**src/rtl/rxring_pkg.sv**
```systemverilog
package rxring_pkg;
  localparam int WORD_W     = 32;
  localparam int OWN_BIT    = 31;
  localparam int EOR_BIT    = 25;
  localparam int ES_BIT     = 15;
  localparam int LS_BIT     = 8;
  localparam int LEN_LSB    = 16;
  localparam int LEN_W      = 15;
  localparam int DESC_WORDS = 4;

  typedef enum logic [3:0] {
    DS_STOP, DS_RD_ST, DS_RD_CT, DS_RD_BF, DS_LD_BF,
    DS_RECV, DS_GAP, DS_WB, DS_SUSP
  } desc_st_e;

  typedef enum logic [2:0] {
    RXS_STOPPED = 3'd0,
    RXS_FETCH   = 3'd1,
    RXS_RECV    = 3'd2,
    RXS_CLOSE   = 3'd3,
    RXS_SUSP    = 3'd4
  } rx_state_e;
endpackage

```
**src/rtl/rxring_packer.sv**
```systemverilog
module rxring_packer
  import rxring_pkg::*;
#(
  parameter int SIZE_W = 11,
  localparam int OFF_W = LEN_W - 2
) (
  input  logic                clk,
  input  logic                rst_n,
  input  logic                clr,
  input  logic                accept,
  input  logic [7:0]          byte_i,
  input  logic                last_i,
  input  logic                err_i,
  input  logic [SIZE_W-1:0]   size_i,
  output logic [LEN_W-1:0]    len_o,
  output logic                started_o,
  output logic                err_sum_o,
  output logic                wr_pend_o,
  output logic [OFF_W-1:0]    wr_off_o,
  output logic [WORD_W-1:0]   wr_data_o
);
  localparam logic [LEN_W-1:0] IDX_MAX = '1;

  logic [LEN_W-1:0]  idx_q, idx_d;
  logic [WORD_W-1:0] acc_q, acc_d;
  logic              err_q, err_d;
  logic              ovf_q, ovf_d;
  logic              pend_q, pend_d;
  logic [OFF_W-1:0]  off_q, off_d;
  logic [WORD_W-1:0] data_q, data_d;

  logic [LEN_W-1:0]  size_ext;
  logic [LEN_W-1:0]  word_first;
  logic [1:0]        lane;
  logic              keep;
  logic              word_hit;
  logic              word_end;
  logic [WORD_W-1:0] acc_ins;
  logic              upd;

  assign size_ext   = LEN_W'(size_i);
  assign lane       = idx_q[1:0];
  assign keep       = idx_q < size_ext;
  assign word_first = {idx_q[LEN_W-1:2], 2'b00};
  assign word_hit   = word_first < size_ext;
  assign word_end   = (lane == 2'd3) || last_i;
  assign upd        = clr || accept;

  always_comb begin
    acc_ins = acc_q;
    for (int b = 0; b < 4; b++) begin
      if (keep && (lane == 2'(b))) acc_ins[8*b +: 8] = byte_i;
    end
  end

  always_comb begin
    idx_d  = idx_q;
    acc_d  = acc_q;
    err_d  = err_q;
    ovf_d  = ovf_q;
    pend_d = 1'b0;
    off_d  = off_q;
    data_d = data_q;
    if (clr) begin
      idx_d = '0;
      acc_d = '0;
      err_d = 1'b0;
      ovf_d = 1'b0;
    end else if (accept) begin
      idx_d = (idx_q == IDX_MAX) ? idx_q : idx_q + LEN_W'(1);
      err_d = err_q | err_i;
      ovf_d = ovf_q | ~keep;
      if (word_end) begin
        pend_d = word_hit;
        off_d  = idx_q[LEN_W-1:2];
        data_d = acc_ins;
        acc_d  = '0;
      end else begin
        acc_d  = acc_ins;
      end
    end
  end

  always_ff @(posedge clk or negedge rst_n) begin
    if (!rst_n) begin
      idx_q  <= '0;
      acc_q  <= '0;
      err_q  <= 1'b0;
      ovf_q  <= 1'b0;
      off_q  <= '0;
      data_q <= '0;
    end else if (upd) begin
      idx_q  <= idx_d;
      acc_q  <= acc_d;
      err_q  <= err_d;
      ovf_q  <= ovf_d;
      off_q  <= off_d;
      data_q <= data_d;
    end
  end

  always_ff @(posedge clk or negedge rst_n) begin
    if (!rst_n) pend_q <= 1'b0;
    else        pend_q <= pend_d;
  end

  assign len_o     = idx_q;
  assign started_o = idx_q != '0;
  assign err_sum_o = err_q | ovf_q;
  assign wr_pend_o = pend_q;
  assign wr_off_o  = off_q;
  assign wr_data_o = data_q;
endmodule

```
**src/rtl/rxring_fsm.sv**
```systemverilog
module rxring_fsm
  import rxring_pkg::*;
#(
  parameter int ADDR_W = 16,
  parameter int SIZE_W = 11
) (
  input  logic                clk,
  input  logic                rst_n,
  input  logic                run_en,
  input  logic                poll_req,
  input  logic [ADDR_W-1:0]   ring_base,
  input  logic [WORD_W-1:0]   rd_data,
  input  logic                accept,
  input  logic                last_i,
  input  logic                started_i,
  input  logic [LEN_W-1:0]    len_i,
  input  logic                err_sum_i,
  output logic                rq_req,
  output logic                rq_we,
  output logic [ADDR_W-1:0]   rq_addr,
  output logic [WORD_W-1:0]   rq_wdata,
  output logic                in_ready_o,
  output logic                pk_clr,
  output logic [SIZE_W-1:0]   size_o,
  output logic [ADDR_W-1:0]   buf_o,
  output logic [2:0]          rx_state_o
);
  localparam logic [ADDR_W-1:0] STRIDE = ADDR_W'(DESC_WORDS);

  desc_st_e          st_q, st_d;
  logic [ADDR_W-1:0] cur_q, cur_d;
  logic [SIZE_W-1:0] size_q, size_d;
  logic              eor_q, eor_d;
  logic [ADDR_W-1:0] buf_q, buf_d;
  logic [WORD_W-1:0] close_word;

  always_comb begin
    close_word                      = '0;
    close_word[LEN_LSB +: LEN_W]    = len_i;
    close_word[ES_BIT]              = err_sum_i;
    close_word[LS_BIT]              = 1'b1;
    close_word[OWN_BIT]             = 1'b0;
  end

  always_comb begin
    st_d       = st_q;
    cur_d      = cur_q;
    size_d     = size_q;
    eor_d      = eor_q;
    buf_d      = buf_q;
    rq_req     = 1'b0;
    rq_we      = 1'b0;
    rq_addr    = cur_q;
    rq_wdata   = '0;
    pk_clr     = 1'b0;
    in_ready_o = 1'b0;
    unique case (st_q)
      DS_STOP: begin
        if (run_en) begin
          cur_d = ring_base;
          st_d  = DS_RD_ST;
        end
      end
      DS_RD_ST: begin
        if (!run_en) begin
          st_d = DS_STOP;
        end else begin
          rq_req = 1'b1;
          st_d   = DS_RD_CT;
        end
      end
      DS_RD_CT: begin
        if (!rd_data[OWN_BIT]) begin
          st_d = DS_SUSP;
        end else begin
          rq_req  = 1'b1;
          rq_addr = cur_q + ADDR_W'(1);
          st_d    = DS_RD_BF;
        end
      end
      DS_RD_BF: begin
        size_d  = rd_data[SIZE_W-1:0];
        eor_d   = rd_data[EOR_BIT];
        rq_req  = 1'b1;
        rq_addr = cur_q + ADDR_W'(2);
        st_d    = DS_LD_BF;
      end
      DS_LD_BF: begin
        buf_d  = rd_data[ADDR_W-1:0];
        pk_clr = 1'b1;
        st_d   = DS_RECV;
      end
      DS_RECV: begin
        in_ready_o = run_en | started_i;
        if (accept && last_i)          st_d = DS_GAP;
        else if (!run_en && !started_i) st_d = DS_STOP;
      end
      DS_GAP: begin
        st_d = DS_WB;
      end
      DS_WB: begin
        rq_req   = 1'b1;
        rq_we    = 1'b1;
        rq_wdata = close_word;
        cur_d    = eor_q ? ring_base : cur_q + STRIDE;
        st_d     = DS_RD_ST;
      end
      DS_SUSP: begin
        if (!run_en)       st_d = DS_STOP;
        else if (poll_req) st_d = DS_RD_ST;
      end
      default: st_d = DS_STOP;
    endcase
  end

  always_ff @(posedge clk or negedge rst_n) begin
    if (!rst_n) begin
      st_q   <= DS_STOP;
      cur_q  <= '0;
      size_q <= '0;
      eor_q  <= 1'b0;
      buf_q  <= '0;
    end else begin
      st_q   <= st_d;
      cur_q  <= cur_d;
      size_q <= size_d;
      eor_q  <= eor_d;
      buf_q  <= buf_d;
    end
  end

  always_comb begin
    unique case (st_q)
      DS_STOP:                               rx_state_o = RXS_STOPPED;
      DS_RD_ST, DS_RD_CT, DS_RD_BF, DS_LD_BF: rx_state_o = RXS_FETCH;
      DS_RECV:                               rx_state_o = RXS_RECV;
      DS_GAP, DS_WB:                         rx_state_o = RXS_CLOSE;
      DS_SUSP:                               rx_state_o = RXS_SUSP;
      default:                               rx_state_o = RXS_STOPPED;
    endcase
  end

  assign size_o = size_q;
  assign buf_o  = buf_q;
endmodule

```
**src/rtl/rxring_memmux.sv**
```systemverilog
module rxring_memmux
  import rxring_pkg::*;
#(
  parameter int ADDR_W = 16,
  parameter int OFF_W  = 13
) (
  input  logic                pk_pend,
  input  logic [OFF_W-1:0]    pk_off,
  input  logic [WORD_W-1:0]   pk_data,
  input  logic [ADDR_W-1:0]   buf_base,
  input  logic                rq_req,
  input  logic                rq_we,
  input  logic [ADDR_W-1:0]   rq_addr,
  input  logic [WORD_W-1:0]   rq_wdata,
  output logic                mem_req,
  output logic                mem_we,
  output logic [ADDR_W-1:0]   mem_addr,
  output logic [WORD_W-1:0]   mem_wdata
);
  always_comb begin
    if (pk_pend) begin
      mem_req   = 1'b1;
      mem_we    = 1'b1;
      mem_addr  = buf_base + ADDR_W'(pk_off);
      mem_wdata = pk_data;
    end else begin
      mem_req   = rq_req;
      mem_we    = rq_we;
      mem_addr  = rq_addr;
      mem_wdata = rq_wdata;
    end
  end
endmodule

```
**src/rtl/rxring_writer.sv**
```systemverilog
module rxring_writer
  import rxring_pkg::*;
#(
  parameter int ADDR_W = 16,
  parameter int SIZE_W = 11
) (
  input  logic                clk,
  input  logic                rst_n,
  input  logic                run_en,
  input  logic                poll_req,
  input  logic [ADDR_W-1:0]   ring_base,
  input  logic                in_valid,
  input  logic [7:0]          in_data,
  input  logic                in_last,
  input  logic                in_err,
  output logic                in_ready,
  output logic                mem_req,
  output logic                mem_we,
  output logic [ADDR_W-1:0]   mem_addr,
  output logic [31:0]         mem_wdata,
  input  logic [31:0]         mem_rdata,
  output logic [2:0]          rx_state
);
  localparam int OFF_W = LEN_W - 2;

  logic              accept;
  logic              pk_clr;
  logic [SIZE_W-1:0] size_w;
  logic [ADDR_W-1:0] buf_w;
  logic [LEN_W-1:0]  len_w;
  logic              started_w;
  logic              err_sum_w;
  logic              pend_w;
  logic [OFF_W-1:0]  off_w;
  logic [WORD_W-1:0] pdata_w;
  logic              rq_req, rq_we;
  logic [ADDR_W-1:0] rq_addr;
  logic [WORD_W-1:0] rq_wdata;

  assign accept = in_valid & in_ready;

  rxring_fsm #(.ADDR_W(ADDR_W), .SIZE_W(SIZE_W)) u_fsm (
    .clk(clk), .rst_n(rst_n), .run_en(run_en), .poll_req(poll_req),
    .ring_base(ring_base), .rd_data(mem_rdata), .accept(accept),
    .last_i(in_last), .started_i(started_w), .len_i(len_w),
    .err_sum_i(err_sum_w), .rq_req(rq_req), .rq_we(rq_we),
    .rq_addr(rq_addr), .rq_wdata(rq_wdata), .in_ready_o(in_ready),
    .pk_clr(pk_clr), .size_o(size_w), .buf_o(buf_w), .rx_state_o(rx_state)
  );

  rxring_packer #(.SIZE_W(SIZE_W)) u_pack (
    .clk(clk), .rst_n(rst_n), .clr(pk_clr), .accept(accept),
    .byte_i(in_data), .last_i(in_last), .err_i(in_err), .size_i(size_w),
    .len_o(len_w), .started_o(started_w), .err_sum_o(err_sum_w),
    .wr_pend_o(pend_w), .wr_off_o(off_w), .wr_data_o(pdata_w)
  );

  rxring_memmux #(.ADDR_W(ADDR_W), .OFF_W(OFF_W)) u_mux (
    .pk_pend(pend_w), .pk_off(off_w), .pk_data(pdata_w), .buf_base(buf_w),
    .rq_req(rq_req), .rq_we(rq_we), .rq_addr(rq_addr), .rq_wdata(rq_wdata),
    .mem_req(mem_req), .mem_we(mem_we), .mem_addr(mem_addr),
    .mem_wdata(mem_wdata)
  );
endmodule

```
**config.mk**
```make
export PLATFORM = sky130hd
export DESIGN_NAME = rxring_writer
export DESIGN_NICKNAME = d
export VERILOG_FILES = /design/src/rtl/rxring_pkg.sv /design/src/rtl/rxring_packer.sv /design/src/rtl/rxring_fsm.sv /design/src/rtl/rxring_memmux.sv /design/src/rtl/rxring_writer.sv
export SDC_FILE = /design/constraint.sdc
export NUM_CORES = 1
export LEC_CHECK = 0
export CAP_MARGIN = 40
export CORE_ASPECT_RATIO = 1.75
export CORE_UTILIZATION = 25
export CTS_CLUSTER_SIZE = 30
export DETAILED_ROUTE_END_ITERATION = 8
export GPL_TIMING_DRIVEN = 0
export HOLD_SLACK_MARGIN = 0.12
export PLACE_DENSITY_LB_ADDON = 0.12
export SYNTH_ARGS = -nofsm -noshare
export SYNTH_HDL_FRONTEND = slang
export SYNTH_HIERARCHICAL = 1
export SYNTH_SLANG_ARGS = --single-unit
```
**constraint.sdc**
```tcl
create_clock -name clk -period 3.6 [get_ports clk]
set_input_delay 0.72 -clock clk [delete_from_list [all_inputs] [get_ports clk]]
set_output_delay 0.72 -clock clk [all_outputs]
set_load 0.005 [all_outputs]
```
==> implementation parameters, run 1 <==
Parameter                              Value

Finish
  Area Overhead vs Synth    29.17%
  Commonest non-fill, non-tap cells in the layout    sky130_fd_sc_hd__dfrtp_1 (140), sky130_fd_sc_hd__clkdlybuf4s50_1 (89), sky130_fd_sc_hd__nor2_1 (84), sky130_fd_sc_hd__mux2_2 (76), sky130_fd_sc_hd__a21oi_1 (69)
  Antenna cell count    0
  Fin cells    1490
  Ratio of cells with drive above 1 in the final layout    21.26%
  Area of all placed cells without fillers    11150 um^2
  Core Util, Final    32.93%
  Total number of nets in the final design    1116
  Most common cell after layout, fill and taps aside    sky130_fd_sc_hd__dfrtp_1

Timing
  Fin crit period    3.529 ns
  Setup repair after global routing missed its margin    true
  Setup TNS    0 ns
  Endpoints failing setup    0
  Highest attainable clock frequency    283.3 MHz
  Number of hold violations in the final report    0
  Slew Viols, Final    0
  Worst slew margin relative to its limit    54.00%
  Final worst-path cycle share    98.04%
  Final Skew    0.01711 ns
  Worst slew pin tran    0.6901 ns

Global route
  Initial antenna violation count    0
  Overall track demand over capacity in global routing    16.59%
  Largest net degree at the start of global routing    76
  Wire length of the first global-routing pass    43.51 mm
  Global-route congestion overflow total    0
  Via count of the first global-routing pass    7456

Die
  Total I/O pin count    117
  Std-Cell Core Area    33850 um^2
  Starting utilization of the core area    25.50%
  Placement Rows    89
  Die footprint    35300 um^2
  Die Height    247.8 um
  Width of the die    142.5 um

Worst setup path
  Sort of element at the start of the critical path    flop
  Top Family by Delay on Critical Path    buffers and inverters
  Maximum fanout along the worst path    7
  Internal reg-to-reg setup slack    0.24 ns
  Cells traversed along the worst timing path    buf_6 > nand2_2 > nor3_4 > buf_12 > buf_8 > mux2_4 > nand2_1 > xnor2_1 > o2bb2ai_1 > clkdlybuf4s50_1
  Cell count of the worst reg-to-reg path    10
  Beginning of the worst register-to-register path    u_fsm/st_q[2]$_DFFE_PN0P_
  Slowest stage delay, CP    0.53 ns
  Total buffers and inverters traversed by the critical path    4
  Worst r2r dst    u_pack/len_o[12]$_DFFE_PN0P_
  Kind of capture point of the worst setup path    output pin
  Worst-path cell with the longest stage delay    sky130_fd_sc_hd__clkdlybuf4s50_1
  CP Data Required Time    2.88 ns
  Arrival time of data at the critical path endpoint    2.81 ns
  Worst setup path category    flop to output pin

Drt
  Vias per cell    4.752
  Total Wirelength    27.47 mm
  DRC violations left    0
  Length of the first detailed-routing pass in iterations    6
  Detail Route Antenna Nets    0
  Routed wirelength normalized by instance count    18.44 um
  Vias after detailed routing    7080
  First-iteration detailed-routing DRC count    230

Placed design
  Number of I/O port buffers    100
  Total half-perimeter wirelength after legalization and detailed placement    20.52 mm
  Placed instance count    1444
  Cell area after placement    10290 um^2
  Routability congestion estimate from global placement    0.8273

Synth
  Netlist cell types    78
  Synth Flop Type    sky130_fd_sc_hd__dfrtp_1
  Area share of the largest cell type after synthesis    41.46%
  Synth area leader    sky130_fd_sc_hd__dfrtp_1
  Number of warnings reported in the yosys synthesis log    6
  Synth area leaders    sky130_fd_sc_hd__dfrtp_1 (41%), sky130_fd_sc_hd__mux2_2 (10%), sky130_fd_sc_hd__ha_1 (4.3%)
  Async set-or-reset flop fraction in the synthesized netlist    100.0%
  Cell Area, Synth    8631 um^2
  Number of flops mapped to enable cells by yosys    0
  FF+latch count, synth    143
  Post-synthesis sequential area ratio    41.46%
  Syn Inst Count    873
  Avg Cell Area, Syn    9.886 um^2

Clock tree
  Clock net sink count    143
  H-tree lvl count    4
  Root Buffer    sky130_fd_sc_hd__clkbuf_16
  CTS Buffer Depth    2
  Clock tree from TritonCTS    done
  Clock-pin transition on the worst setup and hold timing paths    0.07 ns
  TritonCTS buffer count    17
  Worst-Skew Late Latency    0.45 ns

Power and ir drop
  Peak supply drop    0.3406 mV
  Total power density per cell area    676.8 nW/um^2
  Leakage component of the power    4.958 nW
  Power, Total    7.545 mW

Worst hold path
  Hold Crit Class    primary input to asynchronous set/reset pin

Status
  Result of the run    complete, no violations

Job
  Max-cap viol count    0
cell families after synthesis:
family	synth area share, %
simple gates	16.47
other cells	0.04345
xor+xnor	3.044
buf+inv	4.653
fa+ha+maj	4.581
mux	14.35
compound gates	15.40
flops	41.46
worst reg2reg max path: stages, from the launching register on:
cell	delay [ns]
sky130_fd_sc_hd__dfrtp_2	0.35
sky130_fd_sc_hd__buf_4	0.14
sky130_fd_sc_hd__nand2b_1	0.21
sky130_fd_sc_hd__nor3_4	0.46
sky130_fd_sc_hd__buf_2	0.44
sky130_fd_sc_hd__clkbuf_1	0.45
sky130_fd_sc_hd__nand2b_1	0.22
sky130_fd_sc_hd__inv_1	0.09
sky130_fd_sc_hd__a2111oi_1	0.61
sky130_fd_sc_hd__xnor2_1	0.19
sky130_fd_sc_hd__nor2_1	0.06
state kept, by name, indices dropped and copies added, names as in the netlist:
register          cells
u_fsm/cur_q          16
u_pack/acc_q         32
u_pack/wr_off_o      13
u_fsm/buf_o          16
u_pack/wr_data_o     32
u_fsm/st_q            4
u_pack/wr_pend_o      1
u_pack/ovf_q          1
u_fsm/size_o         11
u_pack/len_o         15
u_fsm/eor_q           1
u_pack/err_q          1
Yosys cell counts, types with 6 or more instances:
cell type,instances
sky130_fd_sc_hd__nor4_1,6
sky130_fd_sc_hd__clkbuf_1,26
sky130_fd_sc_hd__nand4_1,16
sky130_fd_sc_hd__mux2i_1,36
sky130_fd_sc_hd__inv_1,26
sky130_fd_sc_hd__xnor2_1,21
sky130_fd_sc_hd__nand2b_1,7
sky130_fd_sc_hd__buf_4,18
sky130_fd_sc_hd__xor2_1,9
sky130_fd_sc_hd__o22ai_1,6
sky130_fd_sc_hd__mux2_2,78
sky130_fd_sc_hd__buf_2,9
sky130_fd_sc_hd__dfrtp_1,143
sky130_fd_sc_hd__a31oi_1,6
sky130_fd_sc_hd__o211ai_1,7
sky130_fd_sc_hd__and3_1,7
sky130_fd_sc_hd__o21ai_0,25
sky130_fd_sc_hd__nand3_1,27
sky130_fd_sc_hd__a21oi_1,69
sky130_fd_sc_hd__ha_1,30
sky130_fd_sc_hd__a22o_1,24
sky130_fd_sc_hd__and2_1,27
sky130_fd_sc_hd__nor3_1,8
sky130_fd_sc_hd__nor2_1,87
sky130_fd_sc_hd__nand2_1,51
power by group:
| group | internal, mW | switching, mW |
|---|---|---|
| combinational | 1.49 | 1.71 |
| sequential | 2.14 | 0.437 |
| clock | 0.972 | 0.802 |
final cells by class:
cell class | instances | area [um^2]
flip-flops and latches | 143 | 3582
clock inverters | 15 | 146.4
repair buffers | 118 | 1159
inverters | 26 | 97.59
plain buffers | 56 | 322.8
multi-input cells | 660 | 4846
fillers | 3606 | 22700
well taps | 455 | 569.3
clock buffers | 17 | 425.4
repair_timing:
item                                    4_1_cts  5_1_grt
resized for setup                            68       14
endpoints found under the setup margin       74       50
setup buffers                                13        3
pin swaps                                    17       12
hold buffers                                  0        0
per-layer routing:
layer  routed length (um)  GRT usage, %  up-vias
li1                     -             -     3434
met2                15540         32.47      139
met5                    0             0        -
met4                  676         6.515        0
met3                  739         2.585       29
met1                10520         17.30     3478
metrics by stage:
stage	hold slack [ns]	worst slack [ns]
after floorplan	0.4244	0.6951
after global placement	0.4683	-4.659
after detailed placement	0.4727	-0.5990
after CTS	0.2797	-0.02976
after global routing	0.2667	-0.08083
final	0.2221	0.07069
worst max-delay path by stage:
stage                              startpoint                              end  slack [ns]  cells after the start
5_1_grt             u_fsm/st_q[3]$_DFFE_PN0P_                     mem_addr[11]       -0.08                     10
4_1_cts        u_pack/wr_off_o[0]$_DFFE_PN0P_                     mem_addr[14]       -0.03                      8
6_report            u_fsm/st_q[1]$_DFFE_PN0P_                      mem_addr[4]        0.07                     10
3_3_place_gp                            rst_n  u_pack/wr_data_o[3]$_DFFE_PN0P_       -4.66                      1
3_5_place_dp      u_pack/len_o[0]$_DFFE_PN0P_  u_pack/wr_data_o[5]$_DFFE_PN0P_       -0.60                     12
2_1_floorplan                   mem_rdata[31]                      mem_addr[9]        0.70                      8
(Power assumes the default switching activity.)
==> inputs of run 2 (changes only) <==
- CAP_MARGIN: 40 -> default
- PLACE_DENSITY_LB_ADDON: 0.12 -> 0.1
==> run 2 against run 1 <==
Effect of this change:
- critical path depth decreased by 1
- sequential cell count stayed put
- clock skew is 0.0090 ns lower
- register-to-register slack got worse by 0.02 ns
- critical path type unchanged
- sequential share of layout area down 0.065 points
- design area grew 0.20%
- hold slack better by 0.029 ns
- highest routed layer unchanged
- worst setup slack gained 0.0035 ns
- sequential power barely moved
- non-clock buffer count grew 1
- die area is the same
==> implementation parameters, run 2 (synthesis results as in run 1) <==
Parameter                              Value

Worst setup path
  Slowest stage delay, CP    0.43 ns (was 0.53 ns)
  CP Data Required Time    2.88 ns (about the same)
  Cells traversed along the worst timing path    or3b_4 > or3b_4 > nor3_4 > buf_6 > nand3_1 > xnor2_2 > o21ai_1 > o211ai_1 > clkbuf_2 (was buf_6 > nand2_2 > nor3_4 > buf_12 > buf_8 > mux2_4 > nand2_1 > xnor2_1 > o2bb2ai_1 > clkdlybuf4s50_1)
  Sort of element at the start of the critical path    flop (unchanged)
  Worst r2r dst    u_pack/len_o[12]$_DFFE_PN0P_ (unchanged)
  Kind of capture point of the worst setup path    output pin (unchanged)
  Total buffers and inverters traversed by the critical path    2 (was 4)
  Top Family by Delay on Critical Path    simple AND/OR/NAND/NOR gates (was buffers and inverters)
  Critical path's most frequent cell    sky130_fd_sc_hd__or3b_4
  Worst-path cell with the longest stage delay    sky130_fd_sc_hd__or3b_4 (was sky130_fd_sc_hd__clkdlybuf4s50_1)
  Maximum fanout along the worst path    4 (was 7)
  Internal reg-to-reg setup slack    0.22 ns (was 0.24 ns)
  Cell count of the worst reg-to-reg path    10 (unchanged)
  Beginning of the worst register-to-register path    u_fsm/st_q[3]$_DFFE_PN0P_ (was u_fsm/st_q[2]$_DFFE_PN0P_)
  Worst setup path category    flop to output pin (unchanged)
  Arrival time of data at the critical path endpoint    2.81 ns (about the same)

Die
  Placement Rows    89 (unchanged)
  Width of the die    142.5 um (unchanged)
  Starting utilization of the core area    25.50% (unchanged)
  Die Height    247.8 um (unchanged)
  Total I/O pin count    117 (unchanged)
  Die footprint    35300 um^2 (unchanged)
  Std-Cell Core Area    33850 um^2 (unchanged)

Drt
  Vias per cell    4.697 (was 4.752)
  First-iteration detailed-routing DRC count    196 (was 230)
  Vias after detailed routing    7003 (was 7080)
  Routed wirelength normalized by instance count    18.60 um (was 18.44 um)
  Detail Route Antenna Nets    0 (unchanged)
  Total Wirelength    27.73 mm (was 27.47 mm)
  Length of the first detailed-routing pass in iterations    5 (was 6)
  DRC violations left    0 (unchanged)

Finish
  Area of all placed cells without fillers    11170 um^2 (was 11150 um^2)
  Ratio of cells with drive above 1 in the final layout    21.62% (was 21.26%)
  Antenna cell count    0 (unchanged)
  Most common cell after layout, fill and taps aside    sky130_fd_sc_hd__dfrtp_1 (unchanged)
  Area Overhead vs Synth    29.43% (was 29.17%)
  Total number of nets in the final design    1117 (was 1116)
  Commonest non-fill, non-tap cells in the layout    sky130_fd_sc_hd__dfrtp_1 (140), sky130_fd_sc_hd__clkdlybuf4s50_1 (88), sky130_fd_sc_hd__nor2_1 (84), sky130_fd_sc_hd__mux2_2 (76), sky130_fd_sc_hd__a21oi_1 (67) (was sky130_fd_sc_hd__dfrtp_1 (140), sky130_fd_sc_hd__clkdlybuf4s50_1 (89), sky130_fd_sc_hd__nor2_1 (84), sky130_fd_sc_hd__mux2_2 (76), sky130_fd_sc_hd__a21oi_1 (69))

Timing
  Worst slew margin relative to its limit    19.15% (was 54.00%)
  Setup repair after global routing missed its margin    true (unchanged)
  Final Skew    0.008149 ns (was 0.01711 ns)
  Highest attainable clock frequency    283.6 MHz (was 283.3 MHz)
  Slack of the critical path    0.07420 ns (was 0.07069 ns)
  Slew Viols, Final    0 (unchanged)
  Worst slew pin tran    1.204 ns (was 0.6901 ns)
  Setup TNS    0 ns (unchanged)
  Endpoints failing setup    0 (unchanged)
  Fin crit period    3.526 ns (was 3.529 ns)
  Final worst-path cycle share    97.94% (was 98.04%)
  Fin Hold WS    0.2506 ns (was 0.2221 ns)
  Number of hold violations in the final report    0 (unchanged)

Global route
  Via count of the first global-routing pass    7363 (was 7456)
  Largest net degree at the start of global routing    74 (was 76)
  Global-route congestion overflow total    0 (unchanged)
  Overall track demand over capacity in global routing    16.57% (was 16.59%)
  Initial antenna violation count    0 (unchanged)
  Wire length of the first global-routing pass    43.13 mm (was 43.51 mm)

Clock tree
  Root Buffer    sky130_fd_sc_hd__clkbuf_16 (unchanged)
  Clock-pin transition on the worst setup and hold timing paths    0.06 ns (was 0.07 ns)
  H-tree lvl count    4 (unchanged)
  Clock net sink count    143 (unchanged)
  Worst-Skew Late Latency    0.44 ns (was 0.45 ns)
  TritonCTS buffer count    17 (unchanged)
  Clock tree from TritonCTS    done (unchanged)
  Post-cts hold buffer count    0 (unchanged)
  CTS Buffer Depth    2 (unchanged)

Status
  Result of the run    complete, no violations (unchanged)

Placed design
  Number of I/O port buffers    100 (unchanged)
  Routability congestion estimate from global placement    0.8339 (was 0.8273)
  Total half-perimeter wirelength after legalization and detailed placement    20.83 mm (was 20.52 mm)
  Cell area after placement    10290 um^2 (about the same)
  Setup Slack @ Placement    -0.6563 ns (was -0.5990 ns)

Power and ir drop
  Total power density per cell area    679.1 nW/um^2 (was 676.8 nW/um^2)
  Power, Total    7.586 mW (was 7.545 mW)
  Leakage component of the power    4.965 nW (was 4.958 nW)
  Peak supply drop    0.3442 mV (was 0.3406 mV)

Worst hold path
  Hold Crit Class    primary input to asynchronous set/reset pin (unchanged)

Job
  Max-cap viol count    0 (unchanged)
==> run 2: cell types whose count changed in the layout (fill, tap and decap cells not counted), sizes merged <==
| cell | previous run | this run |
|---|---|---|
| dlygate4sd2 | 4 | 3 |
| inv | 35 | 34 |
| clkdlybuf4s50 | 89 | 88 |
| clkbuf | 44 | 43 |
| dlymetal6s2s | 1 | 3 |
| clkinvlp | 1 | 2 |
| buf | 53 | 55 |
==> run 2: what timing repair did <==
item,in CTS,in global routing
resized for setup,64,25
setup endpoints to repair,77,58
buffers inserted,16,3
pin swaps,15,16
==> run 2: final cells by class <==
type,instances,area [um^2]
buffer,56,325.3
clock buffer,17,425.4
clock inverter,15,150.1
fill,3624,22680
inverter,26,97.59
multi-input combinational,660,4846
sequential,143,3582
tap,455,569.3
timing repair buffer,119,1175
==> run 2: worst reg2reg max path: stages (launching register included) <==
cell and delay (ns):
sky130_fd_sc_hd__dfrtp_1 0.40, sky130_fd_sc_hd__buf_4 0.14, sky130_fd_sc_hd__nand2b_1 0.29, sky130_fd_sc_hd__nor3_4 0.49
sky130_fd_sc_hd__buf_2 0.45, sky130_fd_sc_hd__clkbuf_2 0.33, sky130_fd_sc_hd__nand2b_1 0.19, sky130_fd_sc_hd__inv_1 0.08
sky130_fd_sc_hd__a2111oi_1 0.64, sky130_fd_sc_hd__xnor2_1 0.19, sky130_fd_sc_hd__nor2_1 0.06
==> run 2: metal layers <==
layer	GRT usage [%]	share of wire [%]	wire length, um
met4	7.590	3.0	839
met3	2.701	3.1	849
met1	17.16	38	10470
met5	0	0	0
met2	31.99	56	15570
==> run 2: where the power goes <==
group          internal (mW)  switching (mW)
combinational           1.50            1.73
clock                  0.972           0.809
sequential              2.14           0.440
==> run 2: worst max-delay path by stage <==
| stage | startpoint | to | slack [ns] | cells after the start |
|---|---|---|---|---|
| CTS | u_pack/wr_off_o[0]$_DFFE_PN0P_ | mem_addr[14] | -0.08 | 8 |
| detailed placement | u_pack/len_o[0]$_DFFE_PN0P_ | u_pack/wr_data_o[3]$_DFFE_PN0P_ | -0.66 | 12 |
| floorplan | mem_rdata[31] | mem_addr[9] | 0.70 | 8 |
| global placement | rst_n | u_pack/wr_data_o[1]$_DFFE_PN0P_ | -4.79 | 1 |
| global route | u_fsm/st_q[1]$_DFFE_PN0P_ | mem_addr[9] | -0.08 | 9 |
| finish | u_fsm/st_q[1]$_DFFE_PN0P_ | mem_addr[9] | 0.07 | 9 |
==> run 2: through the flow <==
step | instances | util (%)
floorplan | 887 | -
global placement | 1442 | 30.29
detailed placement | 1443 | 30.39
CTS | 1491 | 32.86
global route | 1491 | 33.00
finish | 1491 | 33.00
==> inputs of run 3 (changes only) <==
- CORE_ASPECT_RATIO: 1.75 -> default
==> run 3 against run 2 <==
Effect of this change:
- combinational power shrank 2%
- die area is essentially flat
- global-route usage decreased by 0.54 points
- first-iteration DRC count grew 45%
- clock power hardly changed
- sequential cell count stayed put
- power is 0.23% higher
- via count is essentially flat
- critical path type unchanged
- largest power group unchanged
==> implementation parameters, run 3 (synthesis results as in run 1) <==
Parameter                              Value

Status
  Result of the run    complete, no violations (unchanged)

Power and ir drop
  Peak supply drop    0.3688 mV (was 0.3442 mV)
  Leakage component of the power    4.975 nW (was 4.965 nW)
  Total power density per cell area    680.8 nW/um^2 (was 679.1 nW/um^2)

Timing
  Final Skew    0.01282 ns (was 0.008149 ns)
  Worst slew margin relative to its limit    36.61% (was 19.15%)
  Final worst-path cycle share    96.54% (was 97.94%)
  Setup repair after global routing missed its margin    true (unchanged)
  Worst slew pin tran    0.9436 ns (was 1.204 ns)
  Endpoints failing setup    0 (unchanged)
  Slew Viols, Final    0 (unchanged)
  Highest attainable clock frequency    287.7 MHz (was 283.6 MHz)
  Number of hold violations in the final report    0 (unchanged)
  Fin crit period    3.475 ns (was 3.526 ns)

Worst hold path
  Hold Crit Class    primary input to asynchronous set/reset pin (unchanged)

Clock tree
  TritonCTS buffer count    17 (unchanged)
  Clock net sink count    143 (unchanged)
  Post-cts hold buffer count    0 (unchanged)
  H-tree lvl count    4 (unchanged)
  Clock-pin transition on the worst setup and hold timing paths    0.07 ns (was 0.06 ns)
  Root Buffer    sky130_fd_sc_hd__clkbuf_16 (unchanged)
  CTS Buffer Depth    2 (unchanged)
  Worst-Skew Late Latency    0.44 ns (about the same)
  Clock tree from TritonCTS    done (unchanged)

Global route
  Via count of the first global-routing pass    7283 (was 7363)
  Largest net degree at the start of global routing    73 (was 74)
  Overall track demand over capacity in global routing    16.03% (was 16.57%)
  Initial antenna violation count    0 (unchanged)
  Global-route congestion overflow total    0 (unchanged)
  Wire length of the first global-routing pass    43.37 mm (was 43.13 mm)

Worst setup path
  Capturing instance or port of the critical path    mem_addr[11] (was mem_addr[9])
  Maximum fanout along the worst path    3 (was 4)
  Beginning of the worst register-to-register path    u_pack/len_o[0]$_DFFE_PN0P_ (was u_fsm/st_q[3]$_DFFE_PN0P_)
  Origin of the worst setup path    u_fsm/st_q[3]$_DFFE_PN0P_ (was u_fsm/st_q[1]$_DFFE_PN0P_)
  Worst r2r dst    u_pack/wr_data_o[20]$_DFFE_PN0P_ (was u_pack/len_o[12]$_DFFE_PN0P_)
  Cell count of the worst reg-to-reg path    12 (was 10)
  CP Data Required Time    2.88 ns (about the same)
  Arrival time of data at the critical path endpoint    2.76 ns (was 2.81 ns)
  Sort of element at the start of the critical path    flop (unchanged)
  Internal reg-to-reg setup slack    0.30 ns (was 0.22 ns)
  Worst setup path category    flop to output pin (unchanged)
  Kind of capture point of the worst setup path    output pin (unchanged)

Finish
  Area of all placed cells without fillers    11170 um^2 (about the same)
  Count of filler cells inserted in the layout    3530 (was 3624)
  Commonest non-fill, non-tap cells in the layout    sky130_fd_sc_hd__dfrtp_1 (140), sky130_fd_sc_hd__clkdlybuf4s50_1 (87), sky130_fd_sc_hd__nor2_1 (86), sky130_fd_sc_hd__mux2_2 (76), sky130_fd_sc_hd__a21oi_1 (68) (was sky130_fd_sc_hd__dfrtp_1 (140), sky130_fd_sc_hd__clkdlybuf4s50_1 (88), sky130_fd_sc_hd__nor2_1 (84), sky130_fd_sc_hd__mux2_2 (76), sky130_fd_sc_hd__a21oi_1 (67))
  Core Util, Final    33.06% (was 33.00%)
  Ratio of cells with drive above 1 in the final layout    21.30% (was 21.62%)
  Most common cell after layout, fill and taps aside    sky130_fd_sc_hd__dfrtp_1 (unchanged)
  FF+latch area    3582 um^2 (unchanged)
  Total number of nets in the final design    1114 (was 1117)
  Fin cells    1482 (was 1491)
  Area Overhead vs Synth    29.41% (was 29.43%)
  Multi-input combinational cell area    4870 um^2 (was 4846 um^2)

Drt
  Met1 WL    13.72 mm (was 10.47 mm)
  Vias per cell    4.729 (was 4.697)
  Total Wirelength    27.28 mm (was 27.73 mm)
  First-iteration detailed-routing DRC count    285 (was 196)
  Detail Route Antenna Nets    0 (unchanged)
  Length of the first detailed-routing pass in iterations    5 (unchanged)
  Routed wirelength normalized by instance count    18.41 um (was 18.60 um)
  Vias after detailed routing    7009 (was 7003)
  Top layer in use    met4 (unchanged)
  Total met2 wirelength after detailed routing    12.48 mm (was 15.57 mm)
  Routed met3 length    823 um (was 849 um)
  DRC violations left    0 (unchanged)

Die
  Starting utilization of the core area    25.55% (was 25.50%)
  Die Height    187.8 um (was 247.8 um)
  Std-Cell Core Area    33780 um^2 (was 33850 um^2)
  Placement Rows    67 (was 89)
  Total I/O pin count    117 (unchanged)
  Die footprint    35270 um^2 (was 35300 um^2)
  Width of the die    187.8 um (was 142.5 um)

Placed design
  Total half-perimeter wirelength after legalization and detailed placement    19.53 mm (was 20.83 mm)
  Placed instance count    1436 (was 1443)
  Cell area after placement    10280 um^2 (was 10290 um^2)
  Number of I/O port buffers    100 (unchanged)
  Routability congestion estimate from global placement    0.8069 (was 0.8339)

Job
  Max-cap viol count    0 (unchanged)
-- run 3: where the power goes --
| part | total, mW | internal (mW) | switching [mW] |
|---|---|---|---|
| registers | 2.63 | 2.14 | 0.488 |
| logic | 3.18 | 1.50 | 1.68 |
| clock network | 1.80 | 0.979 | 0.819 |
| total | 7.60 | 4.62 | 2.99 |
-- run 3: layout make-up --
type	instances	area share [%]
Multi-Input combinational cell	660	43.60
Sequential cell	143	32.07
Timing Repair Buffer	118	10.45
Tap cell	448	5.018
Clock buffer	18	3.842
Buffer	54	2.778
Clock inverter	14	1.344
Inverter	26	0.8738
Antenna cell	1	0.02240
-- run 3: worst max-delay path, cell delays in order (launching register included) --
cell and delay, ns:
sky130_fd_sc_hd__dfrtp_1 0.40, sky130_fd_sc_hd__or3b_4 0.43, sky130_fd_sc_hd__or3b_4 0.41, sky130_fd_sc_hd__nor3_4 0.26, sky130_fd_sc_hd__buf_6 0.16, sky130_fd_sc_hd__nand3_4 0.07
sky130_fd_sc_hd__xnor2_2 0.16, sky130_fd_sc_hd__inv_1 0.08, sky130_fd_sc_hd__o221ai_2 0.20, sky130_fd_sc_hd__buf_2 0.15
-- run 3: what timing repair did --
| action | CTS | global route |
|---|---|---|
| endpoints found under the setup margin | 65 | 67 |
| setup buffers | 11 | 6 |
| resized for setup | 56 | 27 |
| pin swaps | 15 | 13 |
-- run 3: stage by stage --
step	total power [mW]	hold slack (ns)	setup TNS, ns	worst slack [ns]
final	7.604	0.2873	0	0.1247
after CTS	7.656	0.2946	-0.08511	-0.04576
after global placement	5.708	0.4683	-727.00	-4.979
after floorplan	4.556	0.4244	0	0.6951
after global routing	8.200	0.3213	-0.06082	-0.04156
after detailed placement	5.726	0.4706	-16.63	-0.4894
-- run 3: how the worst min path moves through the flow --
stage | slack (ns) | start | end
after floorplan | 0.42 | rst_n | u_fsm/buf_o[0]$_DFFE_PN0P_
after global placement | 0.47 | u_pack/acc_q[25]$_DFFE_PN0N_ | u_pack/acc_q[25]$_DFFE_PN0N_
after detailed placement | 0.47 | u_pack/acc_q[30]$_DFFE_PN0N_ | u_pack/acc_q[30]$_DFFE_PN0N_
after CTS | 0.29 | rst_n | u_fsm/cur_q[12]$_DFFE_PN0P_
after global routing | 0.32 | rst_n | u_fsm/buf_o[0]$_DFFE_PN0P_
final | 0.29 | rst_n | u_fsm/buf_o[3]$_DFFE_PN0P_
-- run 3: routing by layer --
| metal | GRT usage [%] | up-vias |
|---|---|---|
| li1 | - | 3429 |
| met1 | 22.76 | 3442 |
| met2 | 24.94 | 125 |
| met3 | 3.032 | 13 |
| met4 | 3.846 | 0 |
| met5 | 0 | - |
